File: config.mk
export PLATFORM = sky130hd
export DESIGN_NAME = vga256_scan_addr
export DESIGN_NICKNAME = d
export VERILOG_FILES = /design/src/rtl/vga256_pkg.sv /design/src/rtl/vga256_cfg_shadow.sv /design/src/rtl/vga256_coord_map.sv /design/src/rtl/vga256_addr_calc.sv /design/src/rtl/vga256_scan_addr.sv
export SDC_FILE = /design/constraint.sdc
export NUM_CORES = 1
export LEC_CHECK = 0
export BUFFER_PORTS_ARGS = -buffer_cell sky130_fd_sc_hd__buf_2
export CAP_MARGIN = 20
export CORE_UTILIZATION = 45
export DETAILED_ROUTE_END_ITERATION = 10
export PLACE_DENSITY = 0.65
export SLEW_MARGIN = 5
export SYNTH_ARGS = -nofsm -noshare
export SYNTH_HDL_FRONTEND = slang
export SYNTH_SLANG_ARGS = --single-unit
File: constraint.sdc
create_clock -name clk -period 7.6 [get_ports clk]
set_clock_uncertainty 0.1 [all_clocks]
set_input_delay 1.52 -clock clk [delete_from_list [all_inputs] [get_ports clk]]
set_output_delay 1.52 -clock clk [all_outputs]
set_load 0.02 [all_outputs]
File: src/rtl/vga256_pkg.sv
// Package: shared constants and the captured-settings record for the
// 256-color scanout addresser. Assumes byte-wide display registers.
package vga256_pkg;

    localparam int PLANE_BITS  = 2;
    localparam int PLANE_SHIFT = 16;
    localparam int REG_W       = 8;
    localparam int START_W     = 2 * REG_W;
    localparam int CHAIN_SH    = 3;
    localparam int PLANAR_SH   = 1;
    localparam int PITCH_W     = REG_W + CHAIN_SH;

    typedef struct packed {
        logic [START_W-1:0] start;
        logic [REG_W-1:0]   pitch_reg;
        logic               chained;
        logic               line_dbl;
    } scan_cfg_t;

endpackage

File: src/rtl/vga256_cfg_shadow.sv
// Module: holds the display settings for one frame. The live register
// values are copied only on frame_start, so writes in the middle of a frame
// wait for the next frame. Assumes frame_start is synchronous to clk.
module vga256_cfg_shadow
    import vga256_pkg::*;
(
    input  logic             clk,
    input  logic             rst_n,
    input  logic             frame_start,
    input  logic [REG_W-1:0] start_hi,
    input  logic [REG_W-1:0] start_lo,
    input  logic [REG_W-1:0] row_offset,
    input  logic             chain_mode,
    input  logic             dbl_scan,
    output scan_cfg_t        cfg
);

    scan_cfg_t live_cfg;

    // Assemble the live register values into one record.
    always_comb begin
        live_cfg.start     = {start_hi, start_lo};
        live_cfg.pitch_reg = row_offset;
        live_cfg.chained   = chain_mode;
        live_cfg.line_dbl  = dbl_scan;
    end

    // Capture the live settings at each frame boundary.
    always_ff @(posedge clk) begin
        if (!rst_n) begin
            cfg <= '0;
        end else if (frame_start) begin
            cfg <= live_cfg;
        end
    end

    // settings hold between frame boundaries.
    assert_cfg_hold_R11: assert property (@(posedge clk) disable iff (!rst_n)
        !frame_start |=> $stable(cfg));

    // a frame boundary loads what the register inputs showed.
    assert_cfg_load_R11: assert property (@(posedge clk) disable iff (!rst_n)
        frame_start |=> (cfg.start == $past({start_hi, start_lo}))
                        && (cfg.pitch_reg == $past(row_offset)));

endmodule

File: src/rtl/vga256_coord_map.sv
// Module: maps a screen coordinate to memory terms: the plane, the memory
// row and the column term for the selected layout. Each memory pixel is
// shown twice horizontally. Assumes X_W >= 4.
module vga256_coord_map
    import vga256_pkg::*;
#(
    parameter int X_W = 10,
    parameter int Y_W = 10
) (
    input  logic                  chained,
    input  logic                  line_dbl,
    input  logic [X_W-1:0]        pix_x,
    input  logic [Y_W-1:0]        pix_y,
    output logic [PLANE_BITS-1:0] plane,
    output logic [Y_W-1:0]        mem_row,
    output logic [X_W-2:0]        col_term
);

    localparam int IDX_W = X_W - 1;

    logic [IDX_W-1:0] pix_idx;
    logic             unused_lsb;

    assign unused_lsb = pix_x[0];

    // Halve the screen column to get the memory pixel index.
    always_comb pix_idx = pix_x[X_W-1:1];

    // The low two bits of the index select the plane.
    always_comb plane = pix_idx[PLANE_BITS-1:0];

    // With line doubling on, two screen lines share one memory row.
    always_comb mem_row = line_dbl ? (pix_y >> 1) : pix_y;

    // Column term depends on the layout.
    always_comb begin
        if (chained) begin
            col_term = {pix_idx[IDX_W-1:PLANE_BITS], {PLANE_BITS{1'b0}}};
        end else begin
            col_term = pix_idx >> PLANE_BITS;
        end
    end

endmodule

File: src/rtl/vga256_addr_calc.sv
// Module: sums the start address, the plane base, the row base and the
// column term, and wraps the result to ADDR_W bits. Purely combinational.
module vga256_addr_calc
    import vga256_pkg::*;
#(
    parameter int X_W    = 10,
    parameter int Y_W    = 10,
    parameter int ADDR_W = 18
) (
    input  scan_cfg_t             cfg,
    input  logic [PLANE_BITS-1:0] plane,
    input  logic [Y_W-1:0]        mem_row,
    input  logic [X_W-2:0]        col_term,
    output logic [ADDR_W-1:0]     addr
);

    localparam int PROD_W = Y_W + PITCH_W;
    localparam int BASE_W = (PROD_W > ADDR_W) ? PROD_W : ADDR_W;
    localparam int SUM_W  = BASE_W + 2;

    logic [PITCH_W-1:0] pitch;
    logic [SUM_W-1:0]   row_base;
    logic [SUM_W-1:0]   plane_base;
    logic [SUM_W-1:0]   total;

    // Row pitch in bytes depends on the layout.
    always_comb begin
        if (cfg.chained) begin
            pitch = PITCH_W'(cfg.pitch_reg) << CHAIN_SH;
        end else begin
            pitch = PITCH_W'(cfg.pitch_reg) << PLANAR_SH;
        end
    end

    // Byte offset of the start of the memory row.
    always_comb row_base = SUM_W'(mem_row) * SUM_W'(pitch);

    // Plane base: each plane spans 64 KiB of the flat space.
    always_comb plane_base = SUM_W'(plane) << PLANE_SHIFT;

    // Add all the terms.
    always_comb total = SUM_W'(cfg.start) + plane_base + row_base + SUM_W'(col_term);

    // Keep the address inside the plane space.
    always_comb addr = total[ADDR_W-1:0];

endmodule

File: src/rtl/vga256_scan_addr.sv
// Module: top of the 256-color scanout addresser. Captures the settings per
// frame, maps each strobed coordinate, and registers the address with a
// one-cycle latency. Assumes a new coordinate may come every clock.
module vga256_scan_addr
    import vga256_pkg::*;
#(
    parameter int X_W    = 10,
    parameter int Y_W    = 10,
    parameter int ADDR_W = 18
) (
    input  logic              clk,
    input  logic              rst_n,
    input  logic              frame_start,
    input  logic [7:0]        start_hi,
    input  logic [7:0]        start_lo,
    input  logic [7:0]        row_offset,
    input  logic              chain_mode,
    input  logic              dbl_scan,
    input  logic              pix_valid,
    input  logic [X_W-1:0]    pix_x,
    input  logic [Y_W-1:0]    pix_y,
    output logic              addr_valid,
    output logic [ADDR_W-1:0] mem_addr
);

    scan_cfg_t             cfg;
    logic [PLANE_BITS-1:0] plane;
    logic [Y_W-1:0]        mem_row;
    logic [X_W-2:0]        col_term;
    logic [ADDR_W-1:0]     next_addr;

    vga256_cfg_shadow u_shadow (
        .clk         (clk),
        .rst_n       (rst_n),
        .frame_start (frame_start),
        .start_hi    (start_hi),
        .start_lo    (start_lo),
        .row_offset  (row_offset),
        .chain_mode  (chain_mode),
        .dbl_scan    (dbl_scan),
        .cfg         (cfg)
    );

    vga256_coord_map #(.X_W(X_W), .Y_W(Y_W)) u_map (
        .chained  (cfg.chained),
        .line_dbl (cfg.line_dbl),
        .pix_x    (pix_x),
        .pix_y    (pix_y),
        .plane    (plane),
        .mem_row  (mem_row),
        .col_term (col_term)
    );

    vga256_addr_calc #(.X_W(X_W), .Y_W(Y_W), .ADDR_W(ADDR_W)) u_calc (
        .cfg      (cfg),
        .plane    (plane),
        .mem_row  (mem_row),
        .col_term (col_term),
        .addr     (next_addr)
    );

    // Output stage: one register between the strobe and the address.
    always_ff @(posedge clk) begin
        if (!rst_n) begin
            addr_valid <= 1'b0;
            mem_addr   <= '0;
        end else begin
            addr_valid <= pix_valid;
            if (pix_valid) begin
                mem_addr <= next_addr;
            end
        end
    end

    // every strobe yields a valid address one cycle later.
    assert_valid_follows_R10: assert property (@(posedge clk) disable iff (!rst_n)
        pix_valid |=> addr_valid);

    // no valid address without a strobe.
    assert_no_spurious_R10: assert property (@(posedge clk) disable iff (!rst_n)
        !pix_valid |=> !addr_valid);

    // the address is held while no strobe arrives.
    assert_addr_hold_R10: assert property (@(posedge clk) disable iff (!rst_n)
        !pix_valid |=> $stable(mem_addr));

endmodule

==> metrics.md <==
| Metric | Value |
|---|---|
| TNS Setup | `0 ps` |
| Filler Cells Inserted | `1156` |
| Via count normalized by instance count | `roughly 5` |
| Area grow syn2layout | `13.1%` |
| Met3 GRT Util | `4.78%` |
| Utilization after layout | `52.4%` |
| Vert. Die Dim | `113 um` |
| Worst-path fanout max | `7` |
| Final period demand of the worst path | `about 6600 ps` |
| Transition at the pin with the smallest max-transition slack | `~910 ps` |
| Hold buffer count at cts | `0` |
| Total congestion overflow | `0` |
| Area share of the leading cell type in the synthesized netlist | `between 30% and 40%` |
| Die X-Extent | `113 um` |
| Pleak | `3.26 nW` |
| Worst hold-check path type | `flop to flop` |
| Hpwl dp | `10900 um` |
| GR peak layer | `met2` |
| Clock slew at reported path FFs | `around 70 ps` |
| Yosys warning total | `0` |
| First-pass GRT wire length | `21600 um` |
| Number of different library cells in the post-synthesis netlist | `46` |
| Type of origin of the critical path | `input pin` |
| Largest net degree at the start of global routing | `27` |
| Die ar. | `0.0129 mm2` |
| Largest stage delay on the critical path | `550 ps` |
| Count of flip-flops with a built-in enable after synthesis | `0` |
| Required time of the critical path | `7680 ps` |
| Clock tree from TritonCTS | `yes` |
| Slowest cell on the critical path | `sky130_fd_sc_hd__fa_1` |
| Routed wire length per instance | `15.1 um` |
| Starting density of the core | `a little under half` |
| Maximum VDD drop | `between 0.1 and 0.15 mV` |
| Synth cell count leaders | `sky130_fd_sc_hd__inv_1 (119), sky130_fd_sc_hd__nor2_1 (91), sky130_fd_sc_hd__fa_1 (85), sky130_fd_sc_hd__nand2_1 (52), sky130_fd_sc_hd__mux2i_1 (50)` |
| Most used DFF post-synth | `sky130_fd_sc_hd__dfxtp_1` |
| Layout Cell Area excl Fill | `0.00632 mm2` |
| Async set-reset flop share out of synthesis | `0%` |
| Leading area contributor after synthesis | `sky130_fd_sc_hd__fa_1` |
| Worst R2R Path Depth | `17` |
| Std cell rows | `40` |
| Number of antenna violations at the first check in global routing | `0` |
| Leading cell type by number of instances after synthesis | `sky130_fd_sc_hd__inv_1` |
| Startpoint of the tightest hold check path | `mem_addr[4]$_SDFFE_PN0P_` |
| Share of the yosys chip area belonging to registers | `~16%` |
| Post-Synthesis Net Count | `794` |
| Via count | `4309` |
| Hold Violations, Final | `0` |
| Final #Nets | `863` |
| Count of port buffers added during placement | `67` |
| Antenna-violating nets left | `0` |
| H-tree levels | `2` |
| Number of inserted diodes | `0` |
| Run status | `complete, no violations` |
| Pins over their slew limit | `0` |
| Placed instance area | `0.00615 mm2` |
| Initial detailed-routing violation count | `184` |
| Clock Root Buffer | `sky130_fd_sc_hd__clkbuf_16` |
| Final Wtd Congestion | `between 0.8 and 0.9` |
| GR Util met2 | `37.0%` |
| Via count of the first global-routing pass | `4473` |
| Top cell by count, worst path | `sky130_fd_sc_hd__fa_1` |
| Wirelength, routed | `12800 um` |
| Post-CTS setup repair buffer count | `0` |
| Cell chain of the critical path | `buf_2, mux2_2, nand2_1, fa_1, fa_1, fa_1, inv_1, fa_1, inv_1, fa_1, inv_1, ha_1, or4_4, o211ai_2, a32oi_2, a221o_1, and3_1, a311o_1` |
| Clk_lat worst skew | `about 300 ps` |
| Drc violations | `0` |
| Number of buffers and inverters on the critical path | `4` |
| Min-Delay Endpoint | `mem_addr[4]$_SDFFE_PN0P_` |
| Number of buffers on the longest clock path | `2` |
| CORE AREA | `0.0121 mm2` |
| Crit share post-route | `86.4%` |
| Kind of end point of the critical path | `flop` |
| Endpoint of the worst-slack reg-to-reg timing path | `mem_addr[17]$_SDFFE_PN0P_` |
| R2R Setup Slk | `1310 ps` |
| Startpoint of the most critical register-to-register path | `u_shadow.cfg[0]$_SDFFE_PN0P_` |
| Total CTS buffers | `5` |
| CP top delay family | `adder cells` |
| Areal power density over the cells | `195 mW/mm2` |
| First-pass detailed-route iteration total | `4` |
| Global routing met1 resource utilization | `28.5%` |
| Number of cells traversed by the worst hold path | `2` |
| Main area contributors after synthesis | `sky130_fd_sc_hd__fa_1 (30%), sky130_fd_sc_hd__dfxtp_1 (16%), sky130_fd_sc_hd__ha_1 (9.9%)` |
| CTS sink cnt | `45` |
| Critical path arrival | `6650 ps` |
| Per-instance average area after synthesis | `~9.1 um2` |
| Top-level I/O count | `69` |
| CTS-repair resized insts | `0` |
| Mapped cell area | `around 0.0056 mm2` |
| GRT Util Overall | `21.8%` |
| Normalized max-slew margin | `39.4%` |
| Type of the setup path with the least slack | `input pin to flop` |
| Setup repair after global routing missed its margin | `false` |
| Final setup violating endpoints | `0` |
| Share of final-layout standard cells stronger than drive strength 1 | `16.1%` |
| Number of max-cap violations | `0` |
| Post-synthesis instance total | `615` |
| Fmax achieved | `152 MHz` |
| Post-synthesis register bit count | `45` |
## worst reg2reg max path: stages, from the launching register on
cell                       delay (ps)
sky130_fd_sc_hd__dfxtp_1          910
sky130_fd_sc_hd__mux2_2           500
sky130_fd_sc_hd__nand2_1          120
sky130_fd_sc_hd__fa_1             440
sky130_fd_sc_hd__fa_1             520
sky130_fd_sc_hd__fa_1             550
sky130_fd_sc_hd__inv_1             50
sky130_fd_sc_hd__fa_1             480
sky130_fd_sc_hd__inv_1             50
sky130_fd_sc_hd__fa_1             470
sky130_fd_sc_hd__inv_1             40
sky130_fd_sc_hd__ha_1             360
sky130_fd_sc_hd__or4_4            510
sky130_fd_sc_hd__o211ai_2          90
sky130_fd_sc_hd__a32oi_2          100
sky130_fd_sc_hd__a221o_1          380
sky130_fd_sc_hd__and3_1           190
sky130_fd_sc_hd__a311o_1          310
## worst max-delay path by stage
stage | from | endpoint | slack (ps) | cells after the start
floorplan | pix_y[3] | mem_addr[17]$_SDFFE_PN0P_ | 1140 | 17
global placement | pix_y[3] | mem_addr[17]$_SDFFE_PN0P_ | 800 | 18
detailed placement | pix_y[3] | mem_addr[17]$_SDFFE_PN0P_ | 730 | 18
CTS | pix_y[3] | mem_addr[17]$_SDFFE_PN0P_ | 1040 | 18
global route | pix_y[3] | mem_addr[17]$_SDFFE_PN0P_ | 820 | 18
finish | pix_y[3] | mem_addr[17]$_SDFFE_PN0P_ | 1030 | 18
## metrics by stage
step | hold slack (ps) | cells | worst slack [ps] | total power (W)
finish | 383 | 852 | 1030 | 0.00123
global route | 409 | 852 | 819 | 0.00135
CTS | 381 | 852 | 1040 | 0.00125
detailed placement | 371 | 845 | 727 | 0.000989
global placement | 350 | 845 | 800 | 0.000972
floorplan | 360 | 615 | 1140 | 0.000808
## cells by family after synthesis
| logic type | synth area share, % |
|---|---|
| mux | 13.0 |
| xor+xnor | 2.13 |
| flops | 16.1 |
| compound gates | 5.53 |
| buf+inv | 9.09 |
| fa+ha+maj | 40.3 |
| simple gates | 13.8 |
## layout make-up
cell class | count | area [um2] | area share, %
Clock buffer | 5 | 125 | 1.98
Clock inverter | 2 | 38.8 | 0.614
Inverter | 119 | 447 | 7.07
Multi-Input combinational cell | 435 | 4180 | 66.1
Sequential cell | 45 | 901 | 14.3
Tap cell | 168 | 210 | 3.33
Timing Repair Buffer | 78 | 418 | 6.61
## power by group
group	switching, W	internal, W
clock network	0.000100	0.000155
logic	0.000390	0.000287
registers	0.0000273	0.000273
total	0.000517	0.000715
## registers in the layout, indices dropped and copies added (netlist names)
name / cells
mem_addr: 18
u_shadow.cfg: 26
addr_valid: 1
## cells in the final DEF (no fill, tap or decap), types with 4 or more instances in the layout
cell and count:
sky130_fd_sc_hd__a21o_1 6, sky130_fd_sc_hd__a21oi_1 6, sky130_fd_sc_hd__a31oi_1 4, sky130_fd_sc_hd__buf_2 67
sky130_fd_sc_hd__buf_4 11, sky130_fd_sc_hd__clkbuf_16 5, sky130_fd_sc_hd__dfxtp_1 45, sky130_fd_sc_hd__fa_1 85
sky130_fd_sc_hd__ha_1 44, sky130_fd_sc_hd__inv_1 119, sky130_fd_sc_hd__mux2_2 19, sky130_fd_sc_hd__mux2i_1 50
sky130_fd_sc_hd__nand2_1 52, sky130_fd_sc_hd__nand2b_1 4, sky130_fd_sc_hd__nand3_1 9, sky130_fd_sc_hd__nor2_1 91
sky130_fd_sc_hd__nor2b_1 8, sky130_fd_sc_hd__nor3_1 5, sky130_fd_sc_hd__o21a_1 5, sky130_fd_sc_hd__o21ai_0 4
sky130_fd_sc_hd__xnor2_1 7, sky130_fd_sc_hd__xor2_1 4
## metal layers
layer / wire [um] / part of all wire, % / up-vias
met4: 183 / 1.4 / 0
met1: 5790 / 45 / 2135
met3: 535 / 4.2 / 17
li1: - / - / 2069
met5: 0 / 0 / -
met2: 6330 / 49 / 88
Note: power is estimated with default switching activity, not from simulation.
